### config.mk
export PLATFORM = sky130hd
export DESIGN_NAME = nand_width_adapter
export DESIGN_NICKNAME = d
export VERILOG_FILES = /design/src/rtl/nwa_pkg.sv /design/src/rtl/nwa_win_decode.sv /design/src/rtl/nwa_beat_seq.sv /design/src/rtl/nand_width_adapter.sv
export SDC_FILE = /design/constraint.sdc
export NUM_CORES = 1
export LEC_CHECK = 0
export ABC_AREA = 0
export BUFFER_PORTS_ARGS = -buffer_cell sky130_fd_sc_hd__buf_2
export CORE_MARGIN = 10
export CORE_UTILIZATION = 39
export CTS_CLUSTER_SIZE = 24
export DETAILED_ROUTE_END_ITERATION = 8
export HOLD_SLACK_MARGIN = 0.15
export PLACE_DENSITY = 0.77
export SETUP_SLACK_MARGIN = 0.05
export SYNTH_ARGS = -nofsm -noshare
export SYNTH_HDL_FRONTEND = slang
export SYNTH_SLANG_ARGS = --single-unit
### constraint.sdc
create_clock -name clk -period 2.6 [get_ports clk]
set_input_delay 0.52 -clock clk [delete_from_list [all_inputs] [get_ports clk]]
set_output_delay 0.52 -clock clk [all_outputs]
set_load 0.01 [all_outputs]
### src/rtl/nwa_pkg.sv
package nwa_pkg;

  typedef enum logic [1:0] {
    WIN_CMD = 2'd0,
    WIN_ADR = 2'd1,
    WIN_DAT = 2'd2
  } win_e;

  typedef enum logic [1:0] {
    ST_IDLE = 2'd0,
    ST_BEAT = 2'd1,
    ST_DONE = 2'd2
  } seq_st_e;

  localparam logic [1:0] TYPE_NAND = 2'd2;
  localparam int TYPE_LSB  = 10;
  localparam int WIDTH_BIT = 12;

  // number of device beats minus one
  function automatic logic [1:0] last_beat(input logic [1:0] size, input logic wide);
    logic [1:0] r;
    if (wide) r = (size >= 2'd2) ? 2'd1 : 2'd0;
    else begin
      case (size)
        2'd0:    r = 2'd0;
        2'd1:    r = 2'd1;
        default: r = 2'd3;
      endcase
    end
    return r;
  endfunction

endpackage

### src/rtl/nwa_win_decode.sv
module nwa_win_decode
  import nwa_pkg::*;
#(
  parameter int ADDR_W = 12,
  parameter int NUM_CS = 8,
  parameter int CS_W   = (NUM_CS > 1) ? $clog2(NUM_CS) : 1
) (
  input  logic [ADDR_W-1:0] addr,
  output logic              hit,
  output logic [CS_W-1:0]   cs,
  output win_e              win
);
  localparam int GRP_STRIDE = 'h30;
  localparam int WIN_FIRST  = 'h7C;
  localparam int WIN_SPAN   = 12;

  logic [NUM_CS-1:0] grp_hit;
  logic [1:0]        grp_win [NUM_CS];

  for (genvar g = 0; g < NUM_CS; g++) begin : g_grp
    localparam int BASE = WIN_FIRST + g * GRP_STRIDE;
    logic [ADDR_W-1:0] off;
    assign off        = addr - ADDR_W'(BASE);
    assign grp_hit[g] = (addr >= ADDR_W'(BASE)) && (addr < ADDR_W'(BASE + WIN_SPAN));
    assign grp_win[g] = off[3:2];
  end

  always_comb begin
    hit = 1'b0;
    cs  = '0;
    win = WIN_DAT;
    for (int i = 0; i < NUM_CS; i++) begin
      if (grp_hit[i]) begin
        hit = 1'b1;
        cs  = CS_W'(i);
        win = win_e'(grp_win[i]);
      end
    end
  end

endmodule

### src/rtl/nwa_beat_seq.sv
module nwa_beat_seq
  import nwa_pkg::*;
#(
  parameter int CS_W = 3
) (
  input  logic            clk,
  input  logic            rst_n,
  input  logic            go,
  input  logic            skip,
  input  logic            op_write,
  input  logic            op_wide,
  input  logic [1:0]      op_size,
  input  logic            op_cle,
  input  logic            op_ale,
  input  logic [CS_W-1:0] op_cs,
  input  logic [31:0]     op_wdata,
  output logic            done,
  output logic [31:0]     rdata,
  output logic            dev_valid,
  input  logic            dev_ready,
  output logic            dev_we,
  output logic            dev_cle,
  output logic            dev_ale,
  output logic [CS_W-1:0] dev_cs,
  output logic [15:0]     dev_wdata,
  input  logic [15:0]     dev_rdata
);
  seq_st_e         st_q;
  logic [1:0]      beat_q, last_q;
  logic            wr_q, wide_q, byte_q, cle_q, ale_q;
  logic [CS_W-1:0] cs_q;
  logic [31:0]     wdata_q, acc_q;

  logic [4:0]  lane_sh;
  logic [15:0] rd_lane;
  logic [31:0] wr_shift, acc_next;

  always_comb begin
    lane_sh  = wide_q ? {beat_q, 3'b000} << 1 : {1'b0, beat_q, 2'b00} << 1;
    wr_shift = wdata_q >> lane_sh;
    rd_lane  = (wide_q && !byte_q) ? dev_rdata : {8'h00, dev_rdata[7:0]};
    acc_next = acc_q | (32'(rd_lane) << lane_sh);
  end

  always_ff @(posedge clk) begin
    if (!rst_n) begin
      st_q    <= ST_IDLE;
      beat_q  <= '0;
      last_q  <= '0;
      wr_q    <= 1'b0;
      wide_q  <= 1'b0;
      byte_q  <= 1'b0;
      cle_q   <= 1'b0;
      ale_q   <= 1'b0;
      cs_q    <= '0;
      wdata_q <= '0;
      acc_q   <= '0;
    end else begin
      case (st_q)
        ST_IDLE: begin
          if (go) begin
            st_q    <= ST_BEAT;
            beat_q  <= '0;
            last_q  <= last_beat(op_size, op_wide);
            wr_q    <= op_write;
            wide_q  <= op_wide;
            byte_q  <= (op_size == 2'd0);
            cle_q   <= op_cle;
            ale_q   <= op_ale;
            cs_q    <= op_cs;
            wdata_q <= op_wdata;
            acc_q   <= '0;
          end else if (skip) begin
            st_q  <= ST_DONE;
            acc_q <= '0;
          end
        end
        ST_BEAT: begin
          if (dev_ready) begin
            if (!wr_q) acc_q <= acc_next;
            if (beat_q == last_q) st_q <= ST_DONE;
            else beat_q <= beat_q + 2'd1;
          end
        end
        default: st_q <= ST_IDLE;
      endcase
    end
  end

  assign done      = (st_q == ST_DONE);
  assign rdata     = acc_q;
  assign dev_valid = (st_q == ST_BEAT);
  assign dev_we    = wr_q;
  assign dev_cle   = cle_q;
  assign dev_ale   = ale_q;
  assign dev_cs    = cs_q;
  assign dev_wdata = wide_q ? wr_shift[15:0] : {8'h00, wr_shift[7:0]};

endmodule

### src/rtl/nand_width_adapter.sv
module nand_width_adapter
  import nwa_pkg::*;
#(
  parameter int ADDR_W = 12,
  parameter int NUM_CS = 8,
  parameter int CFG_W  = 16,
  localparam int CS_W  = (NUM_CS > 1) ? $clog2(NUM_CS) : 1
) (
  input  logic                    clk,
  input  logic                    rst_n,
  input  logic                    host_valid,
  output logic                    host_ready,
  input  logic                    host_write,
  input  logic [ADDR_W-1:0]       host_addr,
  input  logic [1:0]              host_size,
  input  logic [31:0]             host_wdata,
  output logic [31:0]             host_rdata,
  input  logic [NUM_CS*CFG_W-1:0] cs_cfg,
  output logic                    dev_valid,
  input  logic                    dev_ready,
  output logic                    dev_we,
  output logic                    dev_cle,
  output logic                    dev_ale,
  output logic [CS_W-1:0]         dev_cs,
  output logic [15:0]             dev_wdata,
  input  logic [15:0]             dev_rdata
);
  logic            win_hit;
  logic [CS_W-1:0] win_cs;
  win_e            win_sel;
  logic [CFG_W-1:0] cfg_sel;
  logic            is_nand, is_wide, needs_bus, go, skip, busy_n;

  nwa_win_decode #(.ADDR_W(ADDR_W), .NUM_CS(NUM_CS), .CS_W(CS_W)) u_dec (
    .addr (host_addr),
    .hit  (win_hit),
    .cs   (win_cs),
    .win  (win_sel)
  );

  always_comb begin
    cfg_sel   = cs_cfg[win_cs*CFG_W +: CFG_W];
    is_nand   = (cfg_sel[TYPE_LSB +: 2] == TYPE_NAND);
    is_wide   = cfg_sel[WIDTH_BIT];
    needs_bus = win_hit && is_nand && (host_write || (win_sel == WIN_DAT));
    go        = host_valid && busy_n && needs_bus;
    skip      = host_valid && busy_n && !needs_bus;
  end

  nwa_beat_seq #(.CS_W(CS_W)) u_seq (
    .clk       (clk),
    .rst_n     (rst_n),
    .go        (go),
    .skip      (skip),
    .op_write  (host_write),
    .op_wide   (is_wide),
    .op_size   (host_size),
    .op_cle    (win_sel == WIN_CMD),
    .op_ale    (win_sel == WIN_ADR),
    .op_cs     (win_cs),
    .op_wdata  (host_wdata),
    .done      (host_ready),
    .rdata     (host_rdata),
    .dev_valid (dev_valid),
    .dev_ready (dev_ready),
    .dev_we    (dev_we),
    .dev_cle   (dev_cle),
    .dev_ale   (dev_ale),
    .dev_cs    (dev_cs),
    .dev_wdata (dev_wdata),
    .dev_rdata (dev_rdata)
  );

  // accept only when neither beating nor acknowledging
  assign busy_n = !dev_valid && !host_ready;

endmodule

# Word-level counts from Yosys, hierarchy flattened
# Cells that the tools add are included.
op_classes:
  eq_ne: 13
  n_mux: 43
  shift: 3
  bitwise_logic: 1
  magnitude_cmp: 17
  n_reduce_logical: 28
  n_addsub: 9
ops:
  columns: ["op", "n"]
  rows:
  - ["$mux W32", 4]
  - ["$shiftx A128 B8 Y13", 1]
  - ["$pmux W32 S2", 1]
  - ["$ge A12 B9 Y1 const B", 5]
  - ["$lt A12 B9 Y1 const B", 5]
  - ["$lt A12 B8 Y1 const B", 3]
  - ["$mux W2", 18]
  - ["$mux W16", 2]
  - ["$or A32 B32 Y32", 1]
  - ["$shl A16 B5 Y32", 1]
  - ["$shr A32 B5 Y16", 1]
  - ["$sub A4 B4 Y4 const B", 8]
  - ["$ge A12 B8 Y1 const B", 2]
  - ["$logic_and A1 B1 Y1", 15]
  - ["$ge A12 B7 Y1 const B", 1]
  - ["$mux W3", 4]
  - ["$pmux W2 S2", 3]
  - ["$mux W1", 10]
  - ["$reduce_and A4 Y1", 2]
  - ["$eq A2 B1 Y1 const B", 3]
  - ["$eq A2 B2 Y1 const B", 3]
  - ["$logic_not A2 Y1", 3]
  - ["$ne A2 B2 Y1 const B", 3]
  - ["$mux W5", 1]
  - ["other kinds (10)", 14]
totals:
  ff_bits: 78
  elab_cells: 125
  in_bits: 195
  out_inout_bits: 56

# Logic depth before layout (Yosys ltp)
# Gate-level depths: netlist (run 1).
logic_depth:
  word_depth: 18
  mapped_depth: 11
  depth_no_buf: 9

# Cells and area by module
# From an unflattened synthesis (run 1), not the netlist that was laid out.
unflattened:
  hier_cells: 472
  area_unflattened_um2: 3976.3
by_module_without_submodules:
  columns: ["module", "instances", "cells_per_inst", "area_per_inst_um2", "seq_area_each_um2"]
  rows:
  - ["nwa_beat_seq", 1, 398, 3410.8, 1561.5]
  - ["nwa_win_decode", 1, 50, 341.6, 0.0]
  - ["nand_width_adapter", 1, 24, 224.0, 0.0]

# Least setup slack after synthesis (run 1)
# No wires, ideal clock.
synth_path:
  path_kind: "input to register"
  startpoint: "input host_addr[2]"
  endpoint: "register u_seq.cs_q[1] (netlist: u_seq.dev_cs[1])"
  cell_stages: 11
  arrival_time_ps: 2414
  n_path_buf: 2
  path_slack_ps: 70
  setup_ps: 116
  required_time_ps: 2484
  cell_sequence: "ha_1 -> or2_4 -> nand3_2 -> o22ai_1 -> or2_1 -> o31a_1 -> nand4_2 -> buf_6 -> buf_8 -> mux2i_1 -> nor2b_1"
synth_between:
  elab_chain_len: 15
  elab_cells_between_ends: 63
  cone_classes: "8 x add/sub; 16 x order compare; 2 x eq/ne; 1 x shift; 23 x mux; 13 x reduce/logical"
synth_lines:
  columns: ["element", "line_no", "rtl"]
  rows:
  - ["from (decl)", "nand_width_adapter.sv:14", "input logic [ADDR_W-1:0] host_addr,"]
  - ["$ge A12 B8 Y1 (tied with other cells)", "nwa_win_decode.sv:24", "assign grp_hit[g] = (addr >= ADDR_W'(BASE)) && (addr < ADDR_W'(BASE + WIN_SPAN));"]
  - ["$logic_and A1 B1 Y1", "nwa_win_decode.sv:24", null]
  - ["$mux W1 / $mux W2 (equally long branches)", "nwa_win_decode.sv:33", "if (grp_hit[i]) begin"]
  - ["$mux W2 (2 in series)", "nwa_win_decode.sv:33", null]
  - ["$mux W3 / $mux W2 (equally long branches) (4 in series)", "nwa_win_decode.sv:33", null]
  - ["$shiftx A128 B8 Y13 / $mux W2 (equally long branches)", "nand_width_adapter.sv:42, nwa_win_decode.sv:33", null]
  - ["$eq A2 B2 Y1 (on tied branches)", "nand_width_adapter.sv:43, nand_width_adapter.sv:45", null]
  - ["$logic_and A1 B1 Y1 / $logic_or A1 B1 Y1 (equally long branches)", "nand_width_adapter.sv:45", "needs_bus = win_hit && is_nand && (host_write || (win_sel == WIN_DAT));"]
  - ["$logic_and A1 B1 Y1", "nand_width_adapter.sv:45", null]
  - ["$logic_and A1 B1 Y1", "nand_width_adapter.sv:46", "go = host_valid && busy_n && needs_bus;"]
  - ["$reduce_and A2 Y1 (no source line)", null, null]
  - ["to (signal assigned)", "nwa_beat_seq.sv:70", "cs_q <= op_cs;"]
  - ["to (decl)", "nwa_beat_seq.sv:31", "logic [CS_W-1:0] cs_q;"]
# Parallel ways exist; a longest one is shown, timed or not.
# A chain may end at the register's enable or synchronous reset.

# Final worst setup path (run 1)
layout_path:
  startpoint: "input host_addr[2]"
  endpoint: "register u_seq.last_q[0]"
layout_between:
  elab_chain_len: 15
  elab_cells_between_ends: 64
  cone_classes: "8 x add/sub; 16 x order compare; 2 x eq/ne; 1 x shift; 24 x mux; 13 x reduce/logical"
layout_lines:
  columns: ["element", "line_no", "rtl"]
  rows:
  - ["$ge A12 B8 Y1 (tied with other cells)", "nwa_win_decode.sv:24", null]
  - ["$logic_and A1 B1 Y1", "nwa_win_decode.sv:24", null]
  - ["$mux W1 / $mux W2 (equally long branches)", "nwa_win_decode.sv:33", null]
  - ["$mux W2 (2 in series)", "nwa_win_decode.sv:33", null]
  - ["$mux W3 / $mux W2 (equally long branches) (4 in series)", "nwa_win_decode.sv:33", null]
  - ["$shiftx A128 B8 Y13 / $mux W2 (equally long branches)", "nand_width_adapter.sv:42, nwa_win_decode.sv:33", null]
  - ["$eq A2 B2 Y1 (on tied branches)", "nand_width_adapter.sv:43, nand_width_adapter.sv:45", null]
  - ["$logic_and A1 B1 Y1 / $logic_or A1 B1 Y1 (equally long branches)", "nand_width_adapter.sv:45", null]
  - ["$logic_and A1 B1 Y1", "nand_width_adapter.sv:45", null]
  - ["$logic_and A1 B1 Y1", "nand_width_adapter.sv:46", null]
  - ["$reduce_and A2 Y1 (no source line)", null, null]
  - ["to (signal assigned)", "nwa_beat_seq.sv:64", "last_q <= last_beat(op_size, op_wide);"]
  - ["to (decl)", "nwa_beat_seq.sv:29", "logic [1:0] beat_q, last_q;"]
# Parallel ways exist; a longest one is shown, timed or not.

==> out/results.txt, run 1 <==
Max Cap Violations -> 0
main flop type after synthesis -> dfxtp_1
Tot GR Track Use -> 0.157
pwr dens -> 458 nW/um^2
clk root buf -> clkbuf_8
Post-synth EDFFs -> 0
Final GP Congestion -> 0.819
Chip Height -> 121 um
vias in the first global route -> 3886
Clock Latency Late Sink -> 0.34 ns
Mapped Nets -> 644
die area -> 14700 um^2
Async SR Flop Fraction -> 0
Cells after Synth -> 445
Clock Skew -> 0.0127 ns
layout cells sized above 1 -> 0.350
post-synthesis instance area -> 4010 um^2
1st-iter DRT viols -> 228
Via Count -> 3757
TritonCTS buffer count -> 9
count leader, synth -> dfxtp_1
crit path time final -> 2.45 ns
GR Overflow Total -> 0
top-area cell type share of the netlist area -> 0.389
port bufs -> 144
Worst EP arrival -> 2.69 ns
Worst Hold Slack -> 0.431 ns
Core Util, Final -> 0.535
Slew headroom -> 0.490
H-tree depth -> 3
Die Wd -> 121 um
Vias/cell -> 5.05
drt pass-1 iters -> 4
Final Cycle Share -> 0.941
critical path's slowest cell -> or2_4
CP endpoint kind -> flip-flop
Yosys top cell by area -> dfxtp_1
DRC errors left -> 0
layout overhead on the synthesized area -> 32.1%
crit path launch type -> primary input
register area share after synthesis -> 0.389
max-slew violations -> 0
CP Class -> in -> reg
critical path data required time -> 2.84 ns
Max Freq -> 409 MHz
CTS tree -> built
Crit Path Max Fanout -> 7
CTS max path bufs -> 2
Routed WL -> 12.0 mm
routed length per instance -> 16.1 um
Max IR drop VDD -> 0.247 mV
Worst Tran Pin Value -> 0.763 ns
clock transition at the registers of the reported paths -> 0.08 ns
ant diodes -> 0
largest net degree at the start of global routing -> 48
NumNets Final -> 807
Post-DRT Antenna Nets -> 0
synth warn -> 0
Finish-stage setup viols -> 0
most frequent cells after synthesis -> dfxtp_1, mux2i_1, nor2b_1
initial antenna violation count -> 0
Hold Vio Cnt, Final -> 0
syn_area_per_cell -> 9.01 um^2
post-DP HPWL -> 9.22 mm
Rows -> 36
outcome -> finished clean
Core Area -> 9910 um^2
P_leak -> 2.50 nW
Buffers & Inverters on Critical Path -> 3
io pins -> 251
crit-path cells -> buf_2 > ha_1 > or2_4 > nand3_2 > nor2_2 > o311ai_2 > o211a_1 > nand4_4 > buf_12 > buf_6 > a211o_1 > and3_1
Starting Density -> 0.405
Worst Hold Class -> in -> reg
Clock Sinks -> 78
top cells by area, synth -> dfxtp_1, mux2i_1, nor2b_1
Critical Path Max Stage Delay -> 0.27 ns
Unique masters post-synth -> 59
crit-path leading delay family -> simple AND/OR/NAND/NOR gates
RSZ-0062 raised after global routing -> no
flops & latches, synth -> 78
first-pass GRT wire length -> 19.2 mm
-- path summary, 6_finish.rpt --
check,slack (ns),depth (start not counted),end,startpoint
worst max register to register,0.26,10,u_seq.last_q[0],u_seq.st_q[0]
worst min register to register,0.47,2,u_seq.dev_ale,u_seq.dev_ale
worst min-delay path,0.43,3,u_seq.wdata_q[27],host_wdata[27]
worst max-delay path,0.15,12,u_seq.last_q[0],host_addr[2]
-- per-layer routing --
layer	track usage	wire length, um	vias to the layer above
li1	-	-	1887
met1	0.200	5630	1733
met2	0.242	5270	127
met3	0.0619	992	10
met4	0.0432	89	0
met5	0	0	-
-- state kept, by name, indices dropped and copies added, names as in the netlist --
name / flops
u_seq.beat_q: 2
u_seq.byte_q: 1
u_seq.dev_ale: 1
u_seq.dev_cle: 1
u_seq.dev_cs: 3
u_seq.dev_we: 1
u_seq.last_q: 2
u_seq.rdata: 32
u_seq.st_q: 2
u_seq.wdata_q: 32
u_seq.wide_q: 1
-- through the flow --
stage | instances | power, mW | setup WS, ns | area [um^2] | setup TNS [ns]
floorplan | 445 | 1.41 | 0.0700 | 4010 | 0
global placement | 727 | 1.55 | -0.177 | 5020 | -4.03
detailed placement | 727 | 1.56 | -0.202 | 5020 | -5.45
CTS | 741 | 2.44 | 0.159 | 5210 | 0
global route | 744 | 2.54 | 0.0490 | 5300 | 0
finish | 744 | 2.43 | 0.155 | 5300 | 0
-- worst min-delay path: cells and delay by family --
family | cells | cell delay [ns]
mux | 1 | 0.05
buf+inv | 1 | 0.07
simple gates | 1 | 0.09
-- cells in the final DEF (no fill, tap or decap), types with 4 or more instances in the layout --
cell,Yosys,routed
nor2_1,39,38
dfxtp_1,78,78
nor2b_1,51,51
nand3_1,5,5
a22o_1,9,9
buf_2,4,144
nand2_1,28,28
mux2i_1,66,66
ha_1,4,4
o21ai_0,22,21
nand4b_1,5,5
clkbuf_8,0,10
buf_4,0,32
a21oi_1,38,37
inv_1,6,6
nand2b_1,6,6
-- cells by family after synthesis --
logic type / after synthesis / synth area share
AOI/OAI and AO/OA: 96 / 0.151
xor gates and xnor gates: 3 / 0.00655
adders and majority gates: 4 / 0.0125
buffers and inverters: 35 / 0.0480
DFF: 78 / 0.389
muxes: 66 / 0.165
and+or+nand+nor: 163 / 0.227
-- layout make-up --
type                    instances  area (um^2)
fillers                       943         4610
multi-input cells             332         2300
flip-flops and latches         78         1560
repair buffers                181         1060
well taps                     133          166
clock buffers                  10          138
clock inverters                 4         48.8
inverters                       6         22.5
-- repair_timing --
item | 4_1_cts | 5_1_grt
buffers inserted | 0 | 2
endpoints found under the setup margin | 0 | 26
hold endpoints to repair | 0 | 0
hold buffers | 0 | 0
resized for setup | 0 | 9
-- power by group --
group	switching [mW]	total, mW	internal (mW)
Clock	0.430	0.888	0.458
Sequential	0.00881	1.22	1.21
Combinational	0.173	0.320	0.147
Total	0.612	2.43	1.82
Power figures use the tool's default switching activity.
==> inputs of run 2 (changes only) <==
--- a/config.mk
+++ b/config.mk
@@ -12,7 +12,8 @@
 export CTS_CLUSTER_SIZE = 24
 export DETAILED_ROUTE_END_ITERATION = 8
 export HOLD_SLACK_MARGIN = 0.15
-export PLACE_DENSITY = 0.77
+export PLACE_DENSITY = 0.84
+export REMOVE_ABC_BUFFERS = 1
 export SETUP_SLACK_MARGIN = 0.05
 export SYNTH_ARGS = -nofsm -noshare
 export SYNTH_HDL_FRONTEND = slang
==> run 2 against run 1 <==
First-iteration DRC count shrank 25%. Global-route usage decreased by 0.23 points. Core utilization up 0.29 points. Worst hold slack got worse by 0.010 ns. Sequential share of layout area decreased by 0.16 points. Register-to-register slack improved by 0.04 ns. Critical path type unchanged. Highest routed layer unchanged.
==> out/results.txt, run 2 (synthesis results as in run 1) <==
first-pass GRT wire length -> 18.9 mm
critical path's slowest cell -> o31a_1
Worst Setup SP -> host_addr[2]
NumNets Final -> 806
Crit path top cell by count -> buf_4
fin cells -> 745
CP endpoint kind -> flip-flop
RSZ-0062 raised after global routing -> no
reg2reg start -> u_seq.st_q[1]
flop2flop setup slack -> 0.30 ns
Routed WL -> 12.1 mm
placed instance area -> 5010 um^2
io pins -> 251
CTS tree -> built
setup tns final -> 0 ns
critical path data required time -> 2.84 ns
clock transition at the registers of the reported paths -> 0.09 ns
pre-CTS setup slack -> -0.195 ns
R2R depth -> 8
dpl cells -> 726
Final GP Congestion -> 0.836
Worst EP arrival -> 2.75 ns
initial antenna violation count -> 0
layout overhead on the synthesized area -> 32.8%
max-slew violations -> 0
layout cells sized above 1 -> 0.355
drt pass-1 iters -> 5
crit-path cells -> buf_2 > ha_2 > buf_4 > a32oi_1 > a21oi_1 > or2_1 > o31a_1 > nand4_4 > buf_4 > clkbuf_16 > mux2i_1 > nor2b_1
Chip Height -> 121 um
GR Overflow Total -> 0
Max IR drop VDD -> 0.333 mV
die area -> 14700 um^2
P_leak -> 2.50 nW
Core Area -> 9910 um^2
H-tree depth -> 3
Worst Hold Class -> in -> reg
largest net degree at the start of global routing -> 33
Final Cycle Share -> 0.966
Die Wd -> 121 um
post-DP HPWL -> 9.34 mm
Clock Latency Late Sink -> 0.35 ns
outcome -> finished clean
pwr dens -> 482 nW/um^2
ant diodes -> 0
Via Count -> 3800
Post-DRT Antenna Nets -> 0
Hold Vio Cnt, Final -> 0
Tot GR Track Use -> 0.155
TritonCTS buffer count -> 9
vias in the first global route -> 3992
clk root buf -> clkbuf_8
worst r2r dst -> u_seq.dev_ale
Max Cap Violations -> 0
Crit Path Max Fanout -> 10
most frequent cells in the layout -> buf_2, dfxtp_1, mux2i_1
Worst Tran Pin Value -> 0.647 ns
CTS max path bufs -> 2
Critical Path Max Stage Delay -> 0.33 ns
commonest non-fill, non-tap cell in the layout -> buf_2
Finish-stage setup viols -> 0
Starting Density -> 0.405
Slew headroom -> 0.568
DRC errors left -> 0
Core Util, Final -> 0.538
final worst slack -> 0.0884 ns
routed length per instance -> 16.3 um
Max Freq -> 398 MHz
Vias/cell -> 5.10
crit path to -> u_seq.wdata_q[12]
port bufs -> 144
Rows -> 36
1st-iter DRT viols -> 172
crit path launch type -> primary input
crit path time final -> 2.51 ns
Clock Skew -> 0.0122 ns
Clock Sinks -> 78
CTS Hold Bufs -> 0
Design Area, Final -> 5330 um^2
CP Class -> in -> reg
run 2: through the flow:
stage | power (mW) | hold slack (ns)
finish | 2.57 | 0.421
global route | 2.68 | 0.413
CTS | 2.59 | 0.403
detailed placement | 1.56 | 0.448
global placement | 1.54 | 0.441
floorplan | 1.39 | 0.431
run 2: power by group:
part	switching [mW]	total, mW	internal [mW]
Clock	0.473	1.03	0.556
Combinational	0.173	0.317	0.143
Sequential	0.00911	1.22	1.21
Total	0.656	2.57	1.91
run 2: area by class of cell:
class	instances	area, um^2
fill	882	4580
multi-input combinational	332	2310
sequential	78	1560
timing repair buffer	180	1040
tap	133	166
clock buffer	9	124
clock inverter	7	104
inverter	6	22.5
run 2: routing by layer:
metal,routed length (um),track usage,share of wire
met1,5380,0.184,0.44
met2,5680,0.257,0.47
met3,961,0.0572,0.079
met4,101,0.0410,0.0083
met5,0,0,0
run 2: worst min-delay path by stage:
stage	endpoint	depth (start not counted)	slack [ns]	start
after global routing	u_seq.wdata_q[11]	3	0.41	host_wdata[11]
after global placement	u_seq.dev_ale	2	0.44	u_seq.dev_ale
final	u_seq.wdata_q[19]	3	0.42	host_wdata[19]
after floorplan	u_seq.byte_q	2	0.43	u_seq.byte_q
after detailed placement	u_seq.rdata[16]	2	0.45	u_seq.rdata[16]
after CTS	u_seq.wdata_q[7]	3	0.40	host_wdata[7]
run 2: what timing repair did:
action / CTS / global route
resized for setup: 0 / 12
buffers inserted: 0 / 2
endpoints found under the hold margin: 0 / 0
endpoints found under the setup margin: 0 / 4
run 2: critical path: cells and delay by family:
family	cells	cell delay (ns)
buffers and inverters	4	0.60
adders and majority gates	1	0.20
muxes	1	0.20
AOI/OAI and AO/OA	3	0.73
and+or+nand+nor	3	0.50
==> inputs of run 3 (changes only) <==
--- a/config.mk
+++ b/config.mk
@@ -13,7 +13,6 @@
 export DETAILED_ROUTE_END_ITERATION = 8
 export HOLD_SLACK_MARGIN = 0.15
 export PLACE_DENSITY = 0.84
-export REMOVE_ABC_BUFFERS = 1
 export SETUP_SLACK_MARGIN = 0.05
 export SYNTH_ARGS = -nofsm -noshare
 export SYNTH_HDL_FRONTEND = slang
==> run 3 against run 2 <==
Register-to-register slack improved by 0.04 ns. Largest cell class unchanged. Final cell count is 0.54% higher. Core utilization grew 0.37 points. Sequential share of layout area is 0.20 points lower. Critical endpoint is now u_seq.wdata_q[21]. Via count increased by 0.55%. Global-route usage grew 0.61 points. Design area increased by 0.68%. Clock-buffer cell count up 2. Flip-flop and latch count unchanged. Fmax shrank 0.51%. Non-clock buffer count rose by 3.
==> out/results.txt, run 3 (synthesis results as in run 1) <==
outcome -> finished clean
clock transition at the registers of the reported paths -> 0.08 ns
flop2flop setup slack -> 0.34 ns
largest net degree at the start of global routing -> 48
post-DP HPWL -> 9.64 mm
Max Cap Violations -> 0
Max IR drop VDD -> 0.327 mV
Clock Sinks -> 78
commonest non-fill, non-tap cell in the layout -> buf_2
Worst Tran Pin Value -> 0.782 ns
worst hold endpoint -> u_seq.last_q[1]
Final GP Congestion -> 0.846
Worst Hold Class -> in -> reg
CTS tree -> built
max-slew violations -> 0
Routed WL -> 12.4 mm
setup tns final -> 0 ns
critical path data required time -> 2.84 ns
Via Count -> 3821
clk root buf -> clkbuf_8
critical path's slowest cell -> o31a_1
Crit Path Max Fanout -> 12
most frequent cells in the layout -> buf_2, dfxtp_1, mux2i_1
Finish-stage setup viols -> 0
RSZ-0062 raised after global routing -> yes
routed length per instance -> 16.6 um
DRC errors left -> 0
CTS max path bufs -> 2
port bufs -> 144
Slew headroom -> 0.477
pwr dens -> 476 nW/um^2
drt pass-1 iters -> 4
Post-DRT Antenna Nets -> 0
H-tree depth -> 3
Met2 Wirelength -> 5.61 mm
layout cells sized above 1 -> 0.354
CTS Hold Bufs -> 0
hold path depth -> 3
io pins -> 251
Die Wd -> 121 um
CP Class -> in -> reg
Buffers & Inverters on Critical Path -> 4
Starting Density -> 0.405
crit path launch type -> primary input
reg2reg start -> u_seq.st_q[0]
initial antenna violation count -> 2
Metal-1 WL -> 5.55 mm
NumNets Final -> 809
TritonCTS buffer count -> 9
crit-path leading delay family -> compound AO/OA/AOI/OAI gates
1st-iter DRT viols -> 218
Clock Latency Late Sink -> 0.34 ns
WL met3 -> 1.14 mm
Worst EP arrival -> 2.76 ns
Hold Vio Cnt, Final -> 0
CP endpoint kind -> flip-flop
top sig layer -> met5
Max Freq -> 396 MHz
worst r2r dst -> u_seq.last_q[0]
Vias/cell -> 5.10
R2R depth -> 9
Rows -> 36
die area -> 14700 um^2
hold wc startpoint -> host_size[1]
Core Area -> 9910 um^2
Tot GR Track Use -> 0.161
vias in the first global route -> 3975
Clock Skew -> 0.00922 ns
fin cells -> 749
Critical Path Max Stage Delay -> 0.35 ns
GR Overflow Total -> 0
Chip Height -> 121 um
Final Cycle Share -> 0.971
P_leak -> 2.52 nW
crit path time final -> 2.52 ns
crit-path cells -> buf_2 > ha_1 > buf_4 > a31oi_1 > o22ai_2 > or2_1 > o31a_1 > nand4_4 > buf_12 > clkbuf_16 > mux2i_1 > nor2b_1
Core Util, Final -> 0.541
dpl cells -> 728
first-pass GRT wire length -> 19.5 mm
layout overhead on the synthesized area -> 33.7%
==> run 3: cell count changes in the layout (fill, tap and decap cells not counted), sizes merged <==
cell    previous run  this run
buf              178       181
clkbuf            11        13
diode              0         1
inv                9         7
==> run 3: worst max path at each step <==
stage,start,end,slack (ns),cells past startpoint
5_1_grt,host_addr[2],u_seq.wdata_q[16],0.03,13
4_1_cts,host_addr[2],u_seq.last_q[0],0.11,12
3_3_place_gp,host_addr[3],u_seq.last_q[0],-0.21,11
3_5_place_dp,host_addr[2],u_seq.last_q[0],-0.25,12
6_report,host_addr[2],u_seq.wdata_q[21],0.08,12
2_1_floorplan,host_addr[2],u_seq.dev_cs[1],0.07,11
==> run 3: area by class of cell <==
class	instances	area, um^2
tap	133	166
antenna	1	2.50
fill	936	4550
clock inverter	5	81.3
timing repair buffer	183	1090
inverter	6	22.5
sequential	78	1560
clock buffer	11	141
multi-input combinational	332	2300
==> run 3: per-layer routing <==
metal,up-vias,GRT usage
met2,166,0.256
met5,-,0
met1,1752,0.198
li1,1885,-
met3,16,0.0582
met4,2,0.0507
==> run 3: report_power, final <==
| part | internal, mW | total, mW | switching, mW |
|---|---|---|---|
| clock network | 0.570 | 1.01 | 0.445 |
| logic | 0.146 | 0.317 | 0.171 |
| registers | 1.21 | 1.22 | 0.00868 |
| total | 1.93 | 2.55 | 0.625 |
==> run 3: per-stage QoR <==
| stage | hold WS (ns) | setup WS [ns] | instance area [um^2] | total power [mW] |
|---|---|---|---|---|
| 6_report | 0.431 | 0.0757 | 5360 | 2.55 |
| 5_1_grt | 0.430 | 0.0349 | 5360 | 2.68 |
| 4_1_cts | 0.409 | 0.106 | 5250 | 2.57 |
| 3_5_place_dp | 0.450 | -0.251 | 5030 | 1.55 |
| 3_3_place_gp | 0.441 | -0.214 | 5030 | 1.55 |
| 2_1_floorplan | 0.431 | 0.0700 | 4010 | 1.41 |
==> run 3: worst min-delay path: cells and delay by family <==
family	cells	cell delay, ns
AO/OA/AOI/OAI	1	0.05
buffers and inverters	1	0.11
AND/OR/NAND/NOR	1	0.05
==> run 3: repair_timing <==
action                                  4_1_cts  5_1_grt
endpoints found under the setup margin        0       27
buffers inserted                              0        2
resized for setup                             0        8
endpoints found under the hold margin         0        0
